$ cat config.mk
export PLATFORM = sky130hd
export DESIGN_NAME = stall_tally
export DESIGN_NICKNAME = d
export VERILOG_FILES = /design/src/rtl/stall_pkg.sv /design/src/rtl/hazard_track.sv /design/src/rtl/operand_check.sv /design/src/rtl/sat_counter.sv /design/src/rtl/stall_tally.sv
export SDC_FILE = /design/constraint.sdc
export NUM_CORES = 1
export LEC_CHECK = 0
export BUFFER_PORTS_ARGS = -buffer_cell sky130_fd_sc_hd__buf_2
export CAP_MARGIN = 20
export CORE_ASPECT_RATIO = 1.25
export CORE_MARGIN = 2
export CORE_UTILIZATION = 40
export CTS_BUF_LIST = sky130_fd_sc_hd__clkbuf_8
export CTS_CLUSTER_DIAMETER = 40
export CTS_CLUSTER_SIZE = 10
export DETAILED_ROUTE_END_ITERATION = 12
export PLACE_DENSITY = 0.65
export SYNTH_ARGS = -nofsm -noshare
export SYNTH_HDL_FRONTEND = slang
export SYNTH_SLANG_ARGS = --single-unit
$ cat constraint.sdc
create_clock -name clk -period 3.5 [get_ports clk]
set_input_delay 0.525 -clock clk [delete_from_list [all_inputs] [get_ports clk]]
set_output_delay 0.525 -clock clk [all_outputs]
set_load 0.02 [all_outputs]
$ cat src/rtl/stall_pkg.sv
`timescale 1ns/1ps
package stall_pkg;

    // Unit class carried with each issued instruction.
    typedef enum logic [2:0] {
        UK_EXEC  = 3'd0,
        UK_CMP   = 3'd1,
        UK_MAC   = 3'd2,
        UK_CTI   = 3'd3,
        UK_LOAD  = 3'd4,
        UK_STORE = 3'd5,
        UK_RSV6  = 3'd6,
        UK_RSV7  = 3'd7
    } unit_kind_e;

    // Load-shadow tracker states.
    typedef enum logic {
        ST_CLEAN  = 1'b0,
        ST_SHADOW = 1'b1
    } shadow_st_e;

    // Per-instruction events produced by the operand checker.
    typedef struct packed {
        logic hit_a;
        logic hit_b;
        logic br_taken;
        logic br_untaken;
    } issue_evt_t;

endpackage

$ cat src/rtl/hazard_track.sv
`timescale 1ns/1ps
// Tracks which register, if any, the previous issued instruction loaded.
module hazard_track
    import stall_pkg::*;
#(
    parameter int NREG  = 16,
    parameter int IDX_W = $clog2(NREG)
) (
    input  logic             clk,
    input  logic             rst_n,
    input  logic             clear,
    input  logic             issue,
    input  logic             is_load,
    input  logic [IDX_W-1:0] dst_idx,
    output logic [NREG-1:0]  loaded_mask,
    output shadow_st_e       state
);

    shadow_st_e      st_nxt;
    logic [NREG-1:0] pending_mask;

    // Mask formed by the instruction issuing this cycle; it is handed to
    // the loaded mask at the instruction boundary and never kept beyond.
    always_comb begin
        pending_mask = '0;
        if (is_load) begin
            pending_mask[dst_idx] = 1'b1;
        end
    end

    // State register.
    always_ff @(posedge clk or negedge rst_n) begin
        if (!rst_n) begin
            state <= ST_CLEAN;
        end else if (clear) begin
            state <= ST_CLEAN;              // flush
        end else begin
            state <= st_nxt;
        end
    end

    // Transitions.
    always_comb begin
        st_nxt = state;
        unique case (state)
            ST_CLEAN: begin
                if (issue && is_load) begin
                    st_nxt = ST_SHADOW;     // mark
                end
            end
            ST_SHADOW: begin
                if (issue && !is_load) begin
                    st_nxt = ST_CLEAN;      // retire
                end else if (issue) begin
                    st_nxt = ST_SHADOW;     // remark
                end
            end
            default: st_nxt = ST_CLEAN;
        endcase
    end

    // Output register: the loaded mask.
    always_ff @(posedge clk or negedge rst_n) begin
        if (!rst_n) begin
            loaded_mask <= '0;
        end else if (clear) begin
            loaded_mask <= '0;
        end else if (issue) begin
            loaded_mask <= pending_mask;
        end
    end

endmodule

$ cat src/rtl/operand_check.sv
`timescale 1ns/1ps
// Decides, per unit class, which operands are checked and which branch
// event (if any) the issuing instruction produces.
module operand_check
    import stall_pkg::*;
#(
    parameter int NREG  = 16,
    parameter int IDX_W = $clog2(NREG)
) (
    input  logic             issue,
    input  logic [2:0]       unit_kind,
    input  logic             src_a_vld,
    input  logic [IDX_W-1:0] src_a_idx,
    input  logic             src_b_vld,
    input  logic [IDX_W-1:0] src_b_idx,
    input  logic             br_taken,
    input  logic [NREG-1:0]  loaded_mask,
    output issue_evt_t       evt
);

    unit_kind_e kind;
    logic       chk_a;
    logic       chk_b;
    logic       is_cti;
    logic       a_marked;
    logic       b_marked;

    assign kind     = unit_kind_e'(unit_kind);
    assign a_marked = src_a_vld && loaded_mask[src_a_idx];
    assign b_marked = src_b_vld && loaded_mask[src_b_idx];

    always_comb begin
        chk_a  = 1'b0;
        chk_b  = 1'b0;
        is_cti = 1'b0;
        unique case (kind)
            UK_EXEC, UK_CMP, UK_MAC: begin
                chk_a = 1'b1;
                chk_b = 1'b1;
            end
            UK_CTI: begin
                chk_a  = 1'b1;
                is_cti = 1'b1;
            end
            UK_LOAD, UK_STORE, UK_RSV6, UK_RSV7: begin
                chk_a = 1'b0;
            end
            default: chk_a = 1'b0;
        endcase
    end

    always_comb begin
        evt.hit_a      = issue && chk_a && a_marked;
        evt.hit_b      = issue && chk_b && b_marked;
        evt.br_taken   = issue && is_cti && br_taken;
        evt.br_untaken = issue && is_cti && !br_taken;
    end

endmodule

$ cat src/rtl/sat_counter.sv
`timescale 1ns/1ps
// Saturating up-counter with a variable step.
module sat_counter #(
    parameter int W      = 32,
    parameter int STEP_W = 3
) (
    input  logic              clk,
    input  logic              rst_n,
    input  logic              clear,
    input  logic              inc_en,
    input  logic [STEP_W-1:0] step,
    output logic [W-1:0]      cnt
);

    localparam int SUM_W = (W > STEP_W) ? W + 1 : STEP_W + 1;

    logic [SUM_W-1:0] sum;
    logic             over;

    assign sum  = SUM_W'(cnt) + SUM_W'(step);
    assign over = |sum[SUM_W-1:W];

    always_ff @(posedge clk or negedge rst_n) begin
        if (!rst_n) begin
            cnt <= '0;
        end else if (clear) begin
            cnt <= '0;
        end else if (inc_en) begin
            cnt <= over ? '1 : sum[W-1:0];
        end
    end

endmodule

$ cat src/rtl/stall_tally.sv
`timescale 1ns/1ps
// Load-use and branch stall counter: top level.
module stall_tally
    import stall_pkg::*;
#(
    parameter int NREG      = 16,
    parameter int CNT_W     = 32,
    parameter int STALL_PEN = 2,
    parameter int IDX_W     = $clog2(NREG)
) (
    input  logic             clk,
    input  logic             rst_n,
    input  logic             clear,
    input  logic             issue,
    input  logic [2:0]       unit_kind,
    input  logic             src_a_vld,
    input  logic [IDX_W-1:0] src_a_idx,
    input  logic             src_b_vld,
    input  logic [IDX_W-1:0] src_b_idx,
    input  logic [IDX_W-1:0] dst_idx,
    input  logic             br_taken,
    output logic [CNT_W-1:0] load_stall_cnt,
    output logic [CNT_W-1:0] branch_stall_cnt,
    output logic [CNT_W-1:0] taken_cnt,
    output logic [CNT_W-1:0] untaken_cnt
);

    localparam int NCNT   = 4;
    localparam int STEP_W = $clog2(2 * STALL_PEN + 1);

    localparam int C_LOAD  = 0;
    localparam int C_BRST  = 1;
    localparam int C_TAKEN = 2;
    localparam int C_UNTKN = 3;

    logic [NREG-1:0]   loaded_mask;
    shadow_st_e        hz_state;
    issue_evt_t        evt;
    logic              is_load;

    logic [STEP_W-1:0] step_v [NCNT];
    logic              en_v   [NCNT];
    logic [CNT_W-1:0]  cnt_v  [NCNT];

    assign is_load = (unit_kind_e'(unit_kind) == UK_LOAD);

    hazard_track #(.NREG(NREG), .IDX_W(IDX_W)) u_track (
        .clk         (clk),
        .rst_n       (rst_n),
        .clear       (clear),
        .issue       (issue),
        .is_load     (is_load),
        .dst_idx     (dst_idx),
        .loaded_mask (loaded_mask),
        .state       (hz_state)
    );

    operand_check #(.NREG(NREG), .IDX_W(IDX_W)) u_check (
        .issue       (issue),
        .unit_kind   (unit_kind),
        .src_a_vld   (src_a_vld),
        .src_a_idx   (src_a_idx),
        .src_b_vld   (src_b_vld),
        .src_b_idx   (src_b_idx),
        .br_taken    (br_taken),
        .loaded_mask (loaded_mask),
        .evt         (evt)
    );

    // Step and enable per tally.
    always_comb begin
        step_v[C_LOAD]  = STEP_W'(evt.hit_a) * STEP_W'(STALL_PEN)
                        + STEP_W'(evt.hit_b) * STEP_W'(STALL_PEN);
        en_v[C_LOAD]    = evt.hit_a || evt.hit_b;
        step_v[C_BRST]  = STEP_W'(STALL_PEN);
        en_v[C_BRST]    = evt.br_taken;
        step_v[C_TAKEN] = STEP_W'(1);
        en_v[C_TAKEN]   = evt.br_taken;
        step_v[C_UNTKN] = STEP_W'(1);
        en_v[C_UNTKN]   = evt.br_untaken;
    end

    for (genvar gi = 0; gi < NCNT; gi++) begin : g_cnt
        sat_counter #(.W(CNT_W), .STEP_W(STEP_W)) u_cnt (
            .clk    (clk),
            .rst_n  (rst_n),
            .clear  (clear),
            .inc_en (en_v[gi]),
            .step   (step_v[gi]),
            .cnt    (cnt_v[gi])
        );
    end

    assign load_stall_cnt   = cnt_v[C_LOAD];
    assign branch_stall_cnt = cnt_v[C_BRST];
    assign taken_cnt        = cnt_v[C_TAKEN];
    assign untaken_cnt      = cnt_v[C_UNTKN];

endmodule

* Word level (Yosys, flattened, before mapping)
Cells that the tools add are included.
** Word-level totals
- Input bits :: 22
- Output and inout bits :: 128
- Register bits :: 144
- Logic and storage cells :: 65
** Operators by class
- Reduce and logical (&&, ||, !) cells :: 20
- Magnitude comparators :: 4
- Multiplexer cells :: 24
- Eq/ne operators :: 7
- $add $sub $neg :: 5
** Operator list (number)
- $mux 32 :: 12
- $add 32x1->33 const B :: 2
- $mux 16 :: 3
- $add 32x2->33 const B :: 1
- $add 32x3->33 :: 1
- $lt 4x5->1 const B :: 3
- $eq 3x3->1 const B :: 4
- $logic_and 1x1->1 :: 10
- $bmux 1 s4 :: 2
- $reduce_bool 2->1 :: 4
- $reduce_or 4->1 :: 2
- $eq 3x2->1 const B :: 2
- $mux 1 :: 5
- $demux 1 s4 :: 1
- $ge 4x1->1 const B :: 1
- $add 2x2->3 :: 1
- $eq 3x1->1 const B :: 1
- $logic_not 3->1 :: 1
- $reduce_or 3->1 :: 1
- $pmux 1 s2 :: 1
- $logic_not 1->1 :: 1
- $logic_or 1x1->1 :: 1

* Logic depth before layout (Yosys ltp)
- Depth after elaboration :: 10
- Mapped depth :: 13
- Mapped depth without buffers :: 12

* Cells and area by module
Synthesis repeated with hierarchy kept, for this count alone.
** Unflattened totals
- Cell total of the unflattened synthesis :: 882
- Area, all modules :: 8624.5 um2
** Modules (own cells, without submodules)
- sat_counter (g_cnt[0].u_cnt ...) :: cells an instance 198, sequential area each 800.8 um2, area each 1881.8 um2, instances 3
- sat_counter (g_cnt[1].u_cnt) :: cells an instance 201, sequential area each 800.8 um2, area each 1906.8 um2, instances 1
- hazard_track :: cells an instance 51, sequential area each 425.4 um2, area each 710.7 um2, instances 1
- operand_check :: cells an instance 28, sequential area each 0.0 um2, area each 305.3 um2, instances 1
- stall_tally :: cells an instance 8, sequential area each 0.0 um2, area each 56.3 um2, instances 1

* Least setup slack after synthesis
OpenSTA, ideal clock, no wires.
- Path kind :: input -> register
- From :: input src_a_idx[0]
- To :: register g_cnt[0].u_cnt.cnt[29]
- Buffers on the path :: 1
- Library setup time :: 0.119 ns
- Data required time :: 3.381 ns
- Arrival time :: 3.503 ns
- Stages :: 12
- Path slack :: -0.122 ns
- Path through :: mux4_2 mux4_2 and3_1 fa_1 ha_1 ha_1 and3_1 and4_1 a31oi_1 buf_2 a41oi_1 o21a_1
** Between the ends
- Longest elaborated chain between the ends :: 9
- Elaborated cells on any way between the ends :: 11
- Those cells by class :: add/sub (2); mux (5); reduce/logical (4)
** RTL lines
- start: declaration :: line stall_tally.sv:17 : input logic [IDX_W-1:0] src_a_idx,
- $bmux 1 s4 (*) :: line operand_check.sv:29 : assign a_marked = src_a_vld && loaded_mask[src_a_idx];
- $mux 1 (not written as such) (*) :: line operand_check.sv:29
- $logic_and 1x1->1 (*) :: line operand_check.sv:29
- $logic_and 1x1->1 (*) :: line operand_check.sv:53 : evt.hit_a = issue && chk_a && a_marked;
- $add 2x2->3 :: line stall_tally.sv:73 : + STEP_W'(evt.hit_b) * STEP_W'(STALL_PEN);
- $add 32x3->33 :: line sat_counter.sv:20 : assign sum = SUM_W'(cnt) + SUM_W'(step);
- $mux 32 :: line sat_counter.sv:29 : cnt <= over ? '1 : sum[W-1:0];
- $mux 32 :: line sat_counter.sv:28 : end else if (inc_en) begin
- $mux 32 :: line sat_counter.sv:26 : end else if (clear) begin
- end signal: assignment :: line sat_counter.sv:29
- end: declaration :: line sat_counter.sv:12 : output logic [W-1:0] cnt
Mark *: on every way between the ends. The rest lies on a longest branch, timed or not. The select of a mux whose other input is x is not followed.
A chain may end at the register's enable or synchronous reset.

* Worst setup path in the final report
- From :: register u_track.loaded_mask[15]
- To :: register g_cnt[0].u_cnt.cnt[29]
** Between the ends
- Longest elaborated chain between the ends :: 9
- Elaborated cells on any way between the ends :: 15
- Those cells by class :: add/sub (2); mux (7); reduce/logical (6)
** RTL lines
- start: declaration :: line hazard_track.sv:15 : output logic [NREG-1:0] loaded_mask,
- start signal: assignment :: line hazard_track.sv:69 : loaded_mask <= pending_mask;
- $bmux 1 s4, on equally long branches :: line operand_check.sv:29, operand_check.sv:30
- $mux 1, on equally long branches :: line operand_check.sv:29, operand_check.sv:30
- $logic_and 1x1->1, on equally long branches :: line operand_check.sv:29, operand_check.sv:30
- $logic_and 1x1->1, on equally long branches :: line operand_check.sv:53, operand_check.sv:54
- $add 2x2->3 :: line stall_tally.sv:73
- $add 32x3->33 :: line sat_counter.sv:20
- $mux 32 :: line sat_counter.sv:29
- $mux 32 :: line sat_counter.sv:28
- $mux 32 :: line sat_counter.sv:26
Parallel ways exist; a longest one is shown, timed or not. The select of a mux whose other input is x is not followed.

==> results.ini <==
[run_status]
status = finished clean

[timing]
hold_violations = 0
maxSlewViolCount = 0
finalSetupViolCount = 0
clock-skew-final_ps = 13.6
tightest_slew_ps = 1060
min_period_ps = 3390
whs_ps = 43.9
setup-tns-final_ps = 0
max_freq_mhz = 295
relSlewSlack_pct = 29.0
timing.final.crit_share_pct = 96.8

[yosys]
ys_types = 66
ys_warn_count = 0
ys_ff_latch = 144
synthFlopType = dfrtp_1
syn_nets = 949
async_flop_share_pct = 100
yosysTopAreaCell = dfrtp_1
synth_edf_count = 0
synth_area_per_cell_um2 = 9.35
synth_seq_area_share_pct = 41.9
synthesis.area_um2 = 8600
synthCells = 919
yosysTopAreaCellShare_pct = 41.9
ys_top_cells_by_area = dfrtp_1 42%, a21oi_1 3.3%, nor3_1 3.2%

[cells_and_area]
fillers = 2020
layout_common_cells = 148 x buf_2, 144 x dfrtp_1, 65 x nor2_1
fin_nets = 1094
register_area_um2 = 3600
syn_to_final_growth_pct = 18.4
fin_cells = 1351
final_common_cell = buf_2
multi_input_area_um2 = 4700
final_layout_size_suffix_gt1_share_pct = 24.3
diodes = 0

[pwr]
p_int_mw = 2.44
p_clk_share_pct = 44.5
ir_drop_mv = 0.220
combinationalPowerShare_pct = 4.3
total_power_mw = 3.25
p_sw_mw = 0.815
p_sw_share_pct = 25.1
p_leak_nw = 4.50
power_density_nw_per_um2 = 320
power_frac_seq_pct = 51.2

[route]
dr.pass1.iters = 5
wl_met2_um = 12400
wirelength_um = 24900
drc = 0
num_vias = 8074
drt-met1-wl_um = 10700
dr_wl_met3_um = 1450
highest_layer = met4
dr.first_iter.drc_count = 610
ant_nets = 0
via_per_inst = 5.98
drt-wirelength-per-cell_um = 18.5

[global_route]
grtUsageTotal_pct = 22.4
grt_pass1_vias = 7844
grt_pass1_wl_um = 41200
antenna_found_initial = 0
grt_max_degree = 70
grt_overflow = 0

[clocking]
clock-sinks = 144
cts_buffers = 17
cts-root-buf = clkbuf_8
cts_tree = done
hold_buffers = 0
cts-htree-levels = 4
clockBufferDepth = 2
clock_latency_ps = 460
clk_pin_slew_worst_paths_ps = 90

[floorplan]
coreArea_um2 = 21000
die_x_um = 135
die-area_um2 = 22700
die_y_um = 168
initial_core_util_pct = 41.0
core.rowCount = 59
top_level_ports = 150

[setup_path]
worst_path_max_delay_cell = mux4_2
path_max_fanout = 5
rrSetupSlack_ps = 110
worstPathRequired_ps = 3860
start_kind = flop
r2r_cells = 12
worstReg2RegStart = u_track.loaded_mask[15]
critPathCaptureType = flop
arrival_ps = 3750
max_stage_delay_ps = 470
critPathKind = reg2reg
path_cells = mux4_2 -> mux4_2 -> and3_4 -> fa_2 -> ha_2 -> ha_2 -> and3_1 -> and4_4 -> a31oi_4 -> buf_6 -> a41oi_1 -> o21a_1
rr_endpoint = g_cnt[0].u_cnt.cnt[29]

[worst_hold_path]
min_path_type = in2async

[flow_run]
maxCapViolCount = 0

[placed_design]
place_congestion = 0.846
dp_hpwl_um = 17400
port_buffers = 149
post-place-cells = 1318

[timing repair]
item | in CTS | in global routing
endpoints found under the setup margin | 1 | 20
hold endpoints to repair | 0 | 0
pin swaps | 0 | 1
setup buffers | 0 | 0
cloned | 1 | 0
resized for setup | 4 | 4
[layout make-up]
class	instances	area share [%]
Multi-Input combinational cell	698	46.2
Sequential cell	144	35.4
Timing Repair Buffer	179	10.0
Tap cell	274	3.37
Clock buffer	18	2.43
Clock inverter	14	1.76
Inverter	24	0.885
[registers in the layout (all words and copies together), names as in the netlist]
| register | flops |
|---|---|
| g_cnt.u_cnt.cnt | 128 |
| u_track.loaded_mask | 16 |
[cells by family after synthesis]
kind of cell,count (synthesis),share of synthesized area (%)
xor gates and xnor gates,28,2.85
adders and majority gates,8,1.25
and+or+nand+nor,432,30.4
buffers and inverters,77,3.84
AOI/OAI and AO/OA,206,15.4
DFF,144,41.9
muxes,24,4.26
[synthesized netlist by cell type (all sizes together) (31+ instances only)]
cell and instances:
a21oi 57, a31oi 31, and3 35, clkbuf 36, dfrtp 144, nand2 45, nand3 52, nand4 45
nor2 66, nor3 57, nor4 34, o21ai 37
[power groups by stage]
stage,sequential (mW),clock (mW),combinational [mW]
floorplan,1.70,0,0.0586
global placement,1.70,0,0.140
detailed placement,1.70,0,0.142
CTS,1.67,1.49,0.142
global route,1.67,1.57,0.154
finish,1.67,1.45,0.139
[per-stage QoR]
step	utilization [%]	instance area (µm²)	setup slack, ps
2_1_floorplan	-	8610	4.40
3_3_place_gp	46.4	9720	-289
3_5_place_dp	46.4	9720	-340
4_1_cts	48.5	10200	16.0
5_1_grt	48.6	10200	-4.80
6_report	48.6	10200	113
[per-layer routing]
layer	GRT usage, %	vias to the layer above
li1	-	3826
met1	29.0	3921
met2	37.3	288
met3	4.88	39
met4	7.34	0
met5	0	-
[critical path, delay by kind of cell, from the launching register on]
kind                     cells  cell delay [ps]
AND/OR/NAND/NOR              3              600
flip-flops                   1              410
AO/OA/AOI/OAI                3              470
multiplexers                 2              940
buffers and inverters        1              150
adder cells (fa/ha/maj)      3              740
[worst max-delay path by stage]
stage | cells past startpoint | endpoint | slack (ps) | from
6_report | 12 | g_cnt[0].u_cnt.cnt[29] | 110 | u_track.loaded_mask[15]
5_1_grt | 12 | g_cnt[0].u_cnt.cnt[29] | -5 | u_track.loaded_mask[15]
4_1_cts | 12 | g_cnt[0].u_cnt.cnt[29] | 20 | u_track.loaded_mask[15]
3_5_place_dp | 13 | g_cnt[0].u_cnt.cnt[29] | -340 | src_a_idx[0]
3_3_place_gp | 13 | g_cnt[0].u_cnt.cnt[29] | -290 | src_a_idx[0]
2_1_floorplan | 12 | g_cnt[0].u_cnt.cnt[29] | 4 | src_a_idx[0]
Note: power is estimated with default switching activity, not from simulation.
